[src/rtl/lpu_pkg.sv]
package lpu_pkg;

   typedef enum logic [2:0] {
      PF_INDEX   = 3'd0,
      PF_RGB888  = 3'd1,
      PF_RGB5551 = 3'd2,
      PF_RGB565  = 3'd3,
      PF_RGB444  = 3'd4
   } pix_fmt_e;

   typedef struct packed {
      logic [2:0] depth;
      logic       swap_rb;
      logic       be_byte;
      logic       be_pix;
      logic [1:0] mux;
   } lpu_cfg_t;

   // Base variant folds the extended-only codes onto code 4
   function automatic logic [2:0] eff_depth(input logic [2:0] d, input logic ext);
      return (!ext && d > 3'd5) ? 3'd4 : d;
   endfunction

   function automatic logic [5:0] pix_per_word(input logic [2:0] e);
      case (e)
         3'd0:    return 6'd32;
         3'd1:    return 6'd16;
         3'd2:    return 6'd8;
         3'd3:    return 6'd4;
         3'd5:    return 6'd1;
         default: return 6'd2;
      endcase
   endfunction

   function automatic logic [2:0] log2_bits(input logic [2:0] e);
      return (e <= 3'd5) ? e : 3'd4;
   endfunction

endpackage

[src/rtl/lpu_word_hold.sv]
module lpu_word_hold
   import lpu_pkg::*;
#(
   parameter int  WORD_W   = 32,
   parameter bit  EXTENDED = 1'b0
) (
   input  logic              clk,
   input  logic              rst_n,
   input  logic              in_valid,
   input  logic [WORD_W-1:0] in_word,
   input  lpu_cfg_t          cfg_in,
   output logic              in_ready,
   output logic              px_valid,
   input  logic              px_ready,
   output logic [WORD_W-1:0] word_q,
   output lpu_cfg_t          cfg_q,
   output logic [2:0]        eff_q,
   output logic [4:0]        pix_idx
);

   logic       busy;
   logic       fire;
   logic       last_pix;
   logic       load;
   logic [5:0] ppw;

   assign eff_q    = eff_depth(cfg_q.depth, EXTENDED);
   assign ppw      = pix_per_word(eff_q);
   assign last_pix = ({1'b0, pix_idx} == (ppw - 6'd1));
   assign fire     = busy && px_ready;
   assign in_ready = !busy || (fire && last_pix);
   assign load     = in_valid && in_ready;
   assign px_valid = busy;

   always_ff @(posedge clk or negedge rst_n) begin
      if (!rst_n) begin
         busy    <= 1'b0;
         pix_idx <= '0;
         word_q  <= '0;
         cfg_q   <= '0;
      end else if (load) begin
         busy    <= 1'b1;
         pix_idx <= '0;
         word_q  <= in_word;
         cfg_q   <= cfg_in;
      end else if (fire) begin
         if (last_pix) busy <= 1'b0;
         else          pix_idx <= pix_idx + 5'd1;
      end
   end

   // Independent count of pixels handed out since the last load
   logic [6:0] done_cnt;
   logic       had_word;
   always_ff @(posedge clk or negedge rst_n) begin
      if (!rst_n) begin
         done_cnt <= '0;
         had_word <= 1'b0;
      end else if (load) begin
         done_cnt <= '0;
         had_word <= 1'b1;
      end else if (fire) begin
         done_cnt <= done_cnt + 7'd1;
      end
   end


   word_len_chk: assert property (@(posedge clk) disable iff (!rst_n)
      (load && had_word) |-> ((done_cnt + {6'd0, fire}) == {1'b0, ppw}));


   idx_bound_chk: assert property (@(posedge clk) disable iff (!rst_n)
      busy |-> ({1'b0, pix_idx} < ppw));

endmodule

[src/rtl/lpu_pixel_pick.sv]
module lpu_pixel_pick #(
   parameter int WORD_W = 32
) (
   input  logic [WORD_W-1:0] word,
   input  logic              be_byte,
   input  logic              be_pix,
   input  logic [2:0]        eff,
   input  logic [4:0]        pix_idx,
   output logic [WORD_W-1:0] raw
);

   localparam int BYTES = WORD_W / 8;

   logic [WORD_W-1:0] swapped;
   logic [WORD_W-1:0] lane_word;
   logic [4:0]        rev_mask;
   logic [4:0]        idx;
   logic [9:0]        bit_off;

   for (genvar b = 0; b < BYTES; b++) begin : g_lane
      assign swapped[b*8 +: 8] = word[(BYTES-1-b)*8 +: 8];
   end

   assign lane_word = be_byte ? swapped : word;

   always_comb begin
      rev_mask = '0;
      if (be_pix && !be_byte && eff < 3'd3)
         rev_mask = (5'd8 >> eff) - 5'd1;
      idx     = pix_idx ^ rev_mask;
      bit_off = {5'd0, idx} << eff_shift(eff);
      raw     = lane_word >> bit_off[4:0];
   end

   function automatic logic [2:0] eff_shift(input logic [2:0] e);
      return (e <= 3'd5) ? e : 3'd4;
   endfunction

endmodule

[src/rtl/lpu_color_expand.sv]
module lpu_color_expand
   import lpu_pkg::*;
#(
   parameter bit EXTENDED = 1'b0
) (
   input  logic        clk,
   input  logic        rst_n,
   input  logic [23:0] raw,
   input  logic [2:0]  eff,
   input  logic        swap_rb,
   input  logic [1:0]  mux,
   output logic [23:0] rgb,
   output logic        is_index
);

   pix_fmt_e   fmt;
   logic       force_bgr;
   logic [7:0] r, g, b;
   logic [7:0] idx_mask;
   logic [3:0] idx_bits;

   if (EXTENDED) begin : g_ext
      always_comb begin
         force_bgr = 1'b0;
         case (eff)
            3'd4:    fmt = PF_RGB5551;
            3'd5:    fmt = PF_RGB888;
            3'd6:    fmt = PF_RGB565;
            3'd7:    fmt = PF_RGB444;
            default: fmt = PF_INDEX;
         endcase
      end
   end else begin : g_base
      always_comb begin
         force_bgr = 1'b0;
         if (eff == 3'd5)      fmt = PF_RGB888;
         else if (eff >= 3'd4) begin
            case (mux)
               2'd1:    fmt = PF_RGB5551;
               2'd3: begin
                  fmt       = PF_RGB565;
                  force_bgr = 1'b1;
               end
               default: fmt = PF_RGB565;
            endcase
         end else              fmt = PF_INDEX;
      end
   end

   always_comb begin
      idx_bits = 4'd1 << eff[1:0];
      idx_mask = ~(8'hFF << idx_bits);
      r = '0;
      g = '0;
      b = '0;
      case (fmt)
         PF_RGB888: begin
            r = raw[7:0];
            g = raw[15:8];
            b = raw[23:16];
         end
         PF_RGB5551: begin
            r = {raw[4:0],   3'b000};
            g = {raw[9:5],   3'b000};
            b = {raw[14:10], 3'b000};
         end
         PF_RGB565: begin
            r = {raw[4:0],   3'b000};
            g = {raw[10:5],  2'b00};
            b = {raw[15:11], 3'b000};
         end
         PF_RGB444: begin
            r = {raw[3:0],   4'b0000};
            g = {raw[7:4],   4'b0000};
            b = {raw[11:8],  4'b0000};
         end
         default: ;
      endcase
      is_index = (fmt == PF_INDEX);
      if (is_index)                rgb = {16'h0000, raw[7:0] & idx_mask};
      else if (swap_rb || force_bgr) rgb = {b, g, r};
      else                         rgb = {r, g, b};
   end


   idx_zero_chk: assert property (@(posedge clk) disable iff (!rst_n)
      (eff < 3'd4) |-> (is_index && rgb[23:8] == 16'h0000));


   pad565_chk: assert property (@(posedge clk) disable iff (!rst_n)
      (fmt == PF_RGB565) |-> (rgb[18:16] == 3'b000 && rgb[9:8] == 2'b00 && rgb[2:0] == 3'b000));

endmodule

[src/rtl/lpu_line_bytes.sv]
module lpu_line_bytes #(
   parameter int LINE_W = 12
) (
   input  logic [2:0]        eff,
   input  logic [LINE_W-1:0] line_width,
   output logic [LINE_W+1:0] line_bytes
);

   localparam int LB_W = LINE_W + 2;

   logic [LB_W-1:0] wide;
   assign wide = LB_W'(line_width);

   always_comb begin
      case (eff)
         3'd0:    line_bytes = wide >> 3;
         3'd1:    line_bytes = wide >> 2;
         3'd2:    line_bytes = wide >> 1;
         3'd3:    line_bytes = wide;
         3'd5:    line_bytes = wide << 2;
         default: line_bytes = wide << 1;
      endcase
   end

endmodule

[src/rtl/lcd_pixel_unpacker.sv]
module lcd_pixel_unpacker
   import lpu_pkg::*;
#(
   parameter int LINE_W   = 12,
   parameter bit EXTENDED = 1'b0
) (
   input  logic              clk,
   input  logic              rst_n,
   input  logic [2:0]        cfg_depth,
   input  logic              cfg_swap_rb,
   input  logic              cfg_be_byte,
   input  logic              cfg_be_pix,
   input  logic [1:0]        fmt_mux,
   input  logic [LINE_W-1:0] line_width,
   output logic [LINE_W+1:0] line_bytes,
   input  logic              in_valid,
   input  logic [31:0]       in_word,
   output logic              in_ready,
   output logic              px_valid,
   input  logic              px_ready,
   output logic [23:0]       px_rgb,
   output logic              px_is_index
);

   localparam int WORD_W = 32;

   if (LINE_W < 4 || LINE_W > 24) begin : g_bad_line_w
      $error("lcd_pixel_unpacker: LINE_W out of range");
   end

   lpu_cfg_t    cfg_in;
   lpu_cfg_t    cfg_q;
   logic [31:0] word_q;
   logic [31:0] raw;
   logic [2:0]  eff_q;
   logic [4:0]  pix_idx;

   assign cfg_in = '{depth: cfg_depth, swap_rb: cfg_swap_rb, be_byte: cfg_be_byte,
                     be_pix: cfg_be_pix, mux: fmt_mux};

   lpu_word_hold #(.WORD_W(WORD_W), .EXTENDED(EXTENDED)) u_hold (
      .clk      (clk),
      .rst_n    (rst_n),
      .in_valid (in_valid),
      .in_word  (in_word),
      .cfg_in   (cfg_in),
      .in_ready (in_ready),
      .px_valid (px_valid),
      .px_ready (px_ready),
      .word_q   (word_q),
      .cfg_q    (cfg_q),
      .eff_q    (eff_q),
      .pix_idx  (pix_idx)
   );

   lpu_pixel_pick #(.WORD_W(WORD_W)) u_pick (
      .word    (word_q),
      .be_byte (cfg_q.be_byte),
      .be_pix  (cfg_q.be_pix),
      .eff     (eff_q),
      .pix_idx (pix_idx),
      .raw     (raw)
   );

   lpu_color_expand #(.EXTENDED(EXTENDED)) u_expand (
      .clk      (clk),
      .rst_n    (rst_n),
      .raw      (raw[23:0]),
      .eff      (eff_q),
      .swap_rb  (cfg_q.swap_rb),
      .mux      (cfg_q.mux),
      .rgb      (px_rgb),
      .is_index (px_is_index)
   );

   lpu_line_bytes #(.LINE_W(LINE_W)) u_bytes (
      .eff        (eff_depth(cfg_depth, EXTENDED)),
      .line_width (line_width),
      .line_bytes (line_bytes)
   );


   hold_stable_chk: assert property (@(posedge clk) disable iff (!rst_n)
      (px_valid && !px_ready) |=> (px_valid && $stable(px_rgb) && $stable(px_is_index)));

endmodule

[config.mk]
export PLATFORM = sky130hd
export DESIGN_NAME = lcd_pixel_unpacker
export DESIGN_NICKNAME = d
export VERILOG_FILES = /design/src/rtl/lpu_pkg.sv /design/src/rtl/lpu_word_hold.sv /design/src/rtl/lpu_pixel_pick.sv /design/src/rtl/lpu_color_expand.sv /design/src/rtl/lpu_line_bytes.sv /design/src/rtl/lcd_pixel_unpacker.sv
export SDC_FILE = /design/constraint.sdc
export NUM_CORES = 1
export LEC_CHECK = 0
export BUFFER_PORTS_ARGS = -buffer_cell sky130_fd_sc_hd__buf_2
export CORE_MARGIN = 2
export CORE_UTILIZATION = 55
export DETAILED_ROUTE_END_ITERATION = 8
export PLACE_DENSITY = 0.77
export SETUP_SLACK_MARGIN = 0.15
export SLEW_MARGIN = 30
export SYNTH_ARGS = -nofsm -noshare
export SYNTH_HDL_FRONTEND = slang
export SYNTH_SLANG_ARGS = --single-unit
[constraint.sdc]
create_clock -name clk -period 5 [get_ports clk]
set_input_delay 0.5 -clock clk [delete_from_list [all_inputs] [get_ports clk]]
set_output_delay 0.5 -clock clk [all_outputs]
set_load 0.02 [all_outputs]
==> summary.md <==
| Metric | Value |
|---|---|
| Max-cap violations | `0` |
| Post-synth design cell area | `5910 um2` |
| Count of filler cells inserted in the layout | `about 910` |
| CTS max path bufs | `2` |
| Height of the die | `roughly 110 um` |
| Number of antenna violations at the first check in global routing | `0` |
| Share of synthesized registers carrying an async set or reset | `100%` |
| Wire length of the first global-routing pass | `between 20 and 30 mm` |
| Type of the tightest min-delay check | `input port to async pin` |
| Crit start category | `flip-flop` |
| Slowest library cell on the worst path | `sky130_fd_sc_hd__mux2i_1` |
| Category of the worst setup path capture point | `output pin` |
| Final #Nets | `roughly 810` |
| Residual DRC count | `0` |
| Minimum clock period after layout | `about 4.7 ns` |
| Number of instances in the synthesized netlist | `~670` |
| Crit path kind | `flip-flop to output pin` |
| Mean post-synth cell area | `between 8 and 9 um2` |
| Number of placed I/O pins | `97` |
| Worst-margin pin slew | `about 0.9 ns` |
| Final Hold Violating Endpoints | `0` |
| Post-Route Skew | `roughly 0.005 ns` |
| Buffers on Ports | `96` |
| 1st-iter DRT viols | `~630` |
| Slowest stage delay, CP | `0.45 ns` |
| Headroom to the max-slew limit | `between 30 and 40%` |
| Setup slack on the worst flop-to-flop path | `between 2 and 2.5 ns` |
| RR Startpoint | `u_hold.cfg_q[7]` |
| GRT Total Usage | `32.2%` |
| Crit-path max FO | `19` |
| Share of post-route cells with drive strength above 1 | `between 30 and 40%` |
| CTS tree | `yes` |
| Total of warnings raised by yosys | `0` |
| HPWL after DPL | `around 14 mm` |
| Layout-stage area growth over the synthesis result | `11.9%` |
| Initial Utilization | `57.0%` |
| Clock Sinks | `46` |
| Via count of the first global-routing pass | `around 5,500` |
| Post-synthesis register bit count | `46` |
| Worst-case reg-to-reg path depth | `9` |
| H-tree levels | `2` |
| Final period util | `93.8%` |
| Clock-pin slew reported for the worst setup and hold paths after clock tree synthesis | `~0.1 ns` |
| Core Box Area | `~10,000 um2` |
| Die Footprint | `between 10,000 and 15,000 um2` |
| Data arrival, critical path | `4.19 ns` |
| Number of distinct library cell variants in the gate-level netlist after synthesis | `between 70 and 80` |
| Post-synth EDFFs | `0` |
| Via count | `5,938` |
| Flip-flop cell with the highest count after synthesis | `sky130_fd_sc_hd__dfrtp_1` |
| Number of buffer and inverter instances along the worst setup path | `3` |
| Die extent in x | `~110 um` |
| Final Routed Wirelength | `between 15 and 20 mm` |
| Status | `completed` |
| Post-detailed-route wirelength per cell | `roughly 21 um` |
| Maximum number of pins on one net before global-route repair | `47` |
| Final slew viol count | `0` |
| Antenna viol nets, final | `0` |
| Crit-path cells | `nand2b_1 -> nor2_2 -> inv_1 -> ha_1 -> nor4b_4 -> mux2_4 -> a211oi_4 -> buf_4 -> mux2i_1 -> o32ai_1 -> a211o_1 -> a21o_1 -> a221o_1 -> buf_2` |
| Remaining global-route overflow | `0` |
| Setup violations, final | `0` |
| End of the worst register-to-register path | `u_hold.word_q[0]` |
| Number of nets in the synthesized netlist | `roughly 730` |
| Average via count per standard cell | `around 6.7` |
| Clock tree root buffer cell | `sky130_fd_sc_hd__clkbuf_8` |
| Sum of negative setup slack | `0 ns` |
| Final estimated routing congestion in global placement | `between 1 and 1.5` |
| Total number of placement rows | `37` |
| Total CTS buffers | `5` |
| RSZ-0062 raised after global routing | `yes` |
| Data required time at the worst endpoint | `around 4.5 ns` |
| Levels on crit path | `14` |
| Max frequency | `0.213 GHz` |
| Clock latency on the worst-skew pair | `roughly 0.31 ns` |
| Antenna Diode Count | `0` |
| Detailed-routing iteration count for the pre-antenna-repair pass | `5` |
| CP delay by family, top | `compound AO/OA/AOI/OAI gates` |
| Portion of the post-synthesis area used by sequential elements | `approximately a fifth` |
| CTS Hold Buffers Added | `0` |
-- how the worst max path moves through the flow --
stage,from,end
floorplan,u_hold.cfg_q[7],px_rgb[21]
detailed placement,u_hold.cfg_q[7],px_rgb[12]
global placement,u_hold.cfg_q[7],px_rgb[6]
global route,u_hold.cfg_q[7],px_rgb[21]
finish,u_hold.cfg_q[7],px_rgb[7]
CTS,u_hold.cfg_q[7],px_rgb[21]
-- cells in the mapped netlist (all sizes together) (4+ instances only) --
| master | n | area share [%] |
|---|---|---|
| and3 | 7 | 0.74 |
| inv | 22 | 1.4 |
| or2 | 5 | 0.53 |
| mux4 | 26 | 9.9 |
| a22o | 5 | 0.74 |
| o22ai | 10 | 1.1 |
| o31ai | 7 | 0.89 |
| a21oi | 31 | 2.6 |
| nand3 | 11 | 1.0 |
| a311o | 4 | 0.68 |
| a31oi | 7 | 0.85 |
| nor3 | 15 | 1.3 |
| nand2b | 11 | 1.2 |
| a221oi | 6 | 1.3 |
| mux2 | 54 | 10 |
| a21boi | 4 | 0.51 |
| nor4 | 4 | 0.68 |
| a211oi | 8 | 1.2 |
| a22oi | 13 | 1.8 |
| nand2 | 80 | 5.1 |
| nand4 | 4 | 0.42 |
| o211ai | 16 | 2.0 |
| o21ai | 26 | 2.2 |
| xnor2 | 5 | 0.74 |
| nor2 | 51 | 3.4 |
| clkbuf | 15 | 0.95 |
| a211o | 8 | 1.2 |
| nand4b | 6 | 0.89 |
| dfrtp | 46 | 19 |
| buf | 44 | 4.8 |
| o21a | 5 | 0.64 |
| a311oi | 9 | 1.3 |
| mux2i | 51 | 9.2 |
| nor2b | 9 | 1.1 |
| o221ai | 8 | 1.2 |
-- flip-flops by register name, summed over array words and instances (netlist names) --
name and count:
u_hold.cfg_q 8, u_hold.pix_idx 5, u_hold.word_q 32, u_hold.px_valid 1
-- area by class of cell --
| class | instances | area (um2) | area share (%) |
|---|---|---|---|
| clock buffer | 5 | 68.8 | 1.04 |
| clock inverter | 3 | 25.0 | 0.379 |
| inverter | 22 | 82.6 | 1.25 |
| multi-input combinational | 546 | 4370 | 66.1 |
| sequential | 46 | 1150 | 17.4 |
| tap | 136 | 170 | 2.57 |
| timing repair buffer | 128 | 743 | 11.2 |
-- cells by family after synthesis --
logic type,count (synthesis),share of synthesized area [%]
AO/OA/AOI/OAI,193,24.4
XOR/XNOR,8,1.19
adder cells (fa/ha/maj),2,0.423
AND/OR/NAND/NOR,212,17.8
buffers and inverters,81,7.16
flip-flops,46,19.5
multiplexers,131,29.5
-- cell usage in the layout, fill, tap and decap left out, types with 7 or more instances in the layout --
cell	netlist	layout
sky130_fd_sc_hd__o211ai_1	16	16
sky130_fd_sc_hd__nand3_1	10	10
sky130_fd_sc_hd__and3_1	7	7
sky130_fd_sc_hd__o31ai_1	7	7
sky130_fd_sc_hd__inv_1	21	21
sky130_fd_sc_hd__nand2_1	80	78
sky130_fd_sc_hd__buf_4	8	30
sky130_fd_sc_hd__o21ai_0	25	24
sky130_fd_sc_hd__a311oi_1	9	9
sky130_fd_sc_hd__a211o_1	8	7
sky130_fd_sc_hd__nor2_1	49	48
sky130_fd_sc_hd__o221ai_1	8	8
sky130_fd_sc_hd__mux2i_1	47	47
sky130_fd_sc_hd__a21oi_1	31	31
sky130_fd_sc_hd__mux4_2	26	26
sky130_fd_sc_hd__a22oi_1	11	10
sky130_fd_sc_hd__mux2_2	52	52
sky130_fd_sc_hd__nor3_1	15	15
sky130_fd_sc_hd__buf_2	22	95
sky130_fd_sc_hd__o22ai_1	10	10
sky130_fd_sc_hd__dfrtp_1	46	45
sky130_fd_sc_hd__nand2b_1	11	11
sky130_fd_sc_hd__nor2b_1	8	8
-- metal layers --
metal	vias up	GRT usage, %	part of all wire [%]	routed length, um
li1	2725	-	-	-
met1	2856	44.5	42	7830
met2	305	50.9	46	8560
met3	52	4.66	7.7	1430
met4	0	12.9	4.2	779
met5	-	0	0	0
-- metrics by stage --
| stage | util [%] | hold slack, ns | area [um2] | setup slack (ns) | std cells |
|---|---|---|---|---|---|
| finish | 63.8 | 0.185 | 6610 | 0.312 | 886 |
| global route | 63.8 | 0.225 | 6610 | 0.119 | 886 |
| CTS | 62.6 | 0.389 | 6490 | 0.137 | 875 |
| detailed placement | 61.5 | 0.555 | 6380 | 0.434 | 866 |
| global placement | 61.5 | 0.545 | 6380 | 0.509 | 866 |
| floorplan | - | 0.204 | 5910 | 0.815 | 673 |
-- what timing repair did --
action                                 in CTS  in global routing
gates cloned                                0                  0
gates resized for setup                     2                 10
setup buffers                               1                 11
pin swaps                                   1                  1
endpoints found under the hold margin       0                  0
setup endpoints to repair                   5                 22
Power is not shown: default switching activity piles up to over one toggle a cycle in this logic, so the estimate is an artifact.
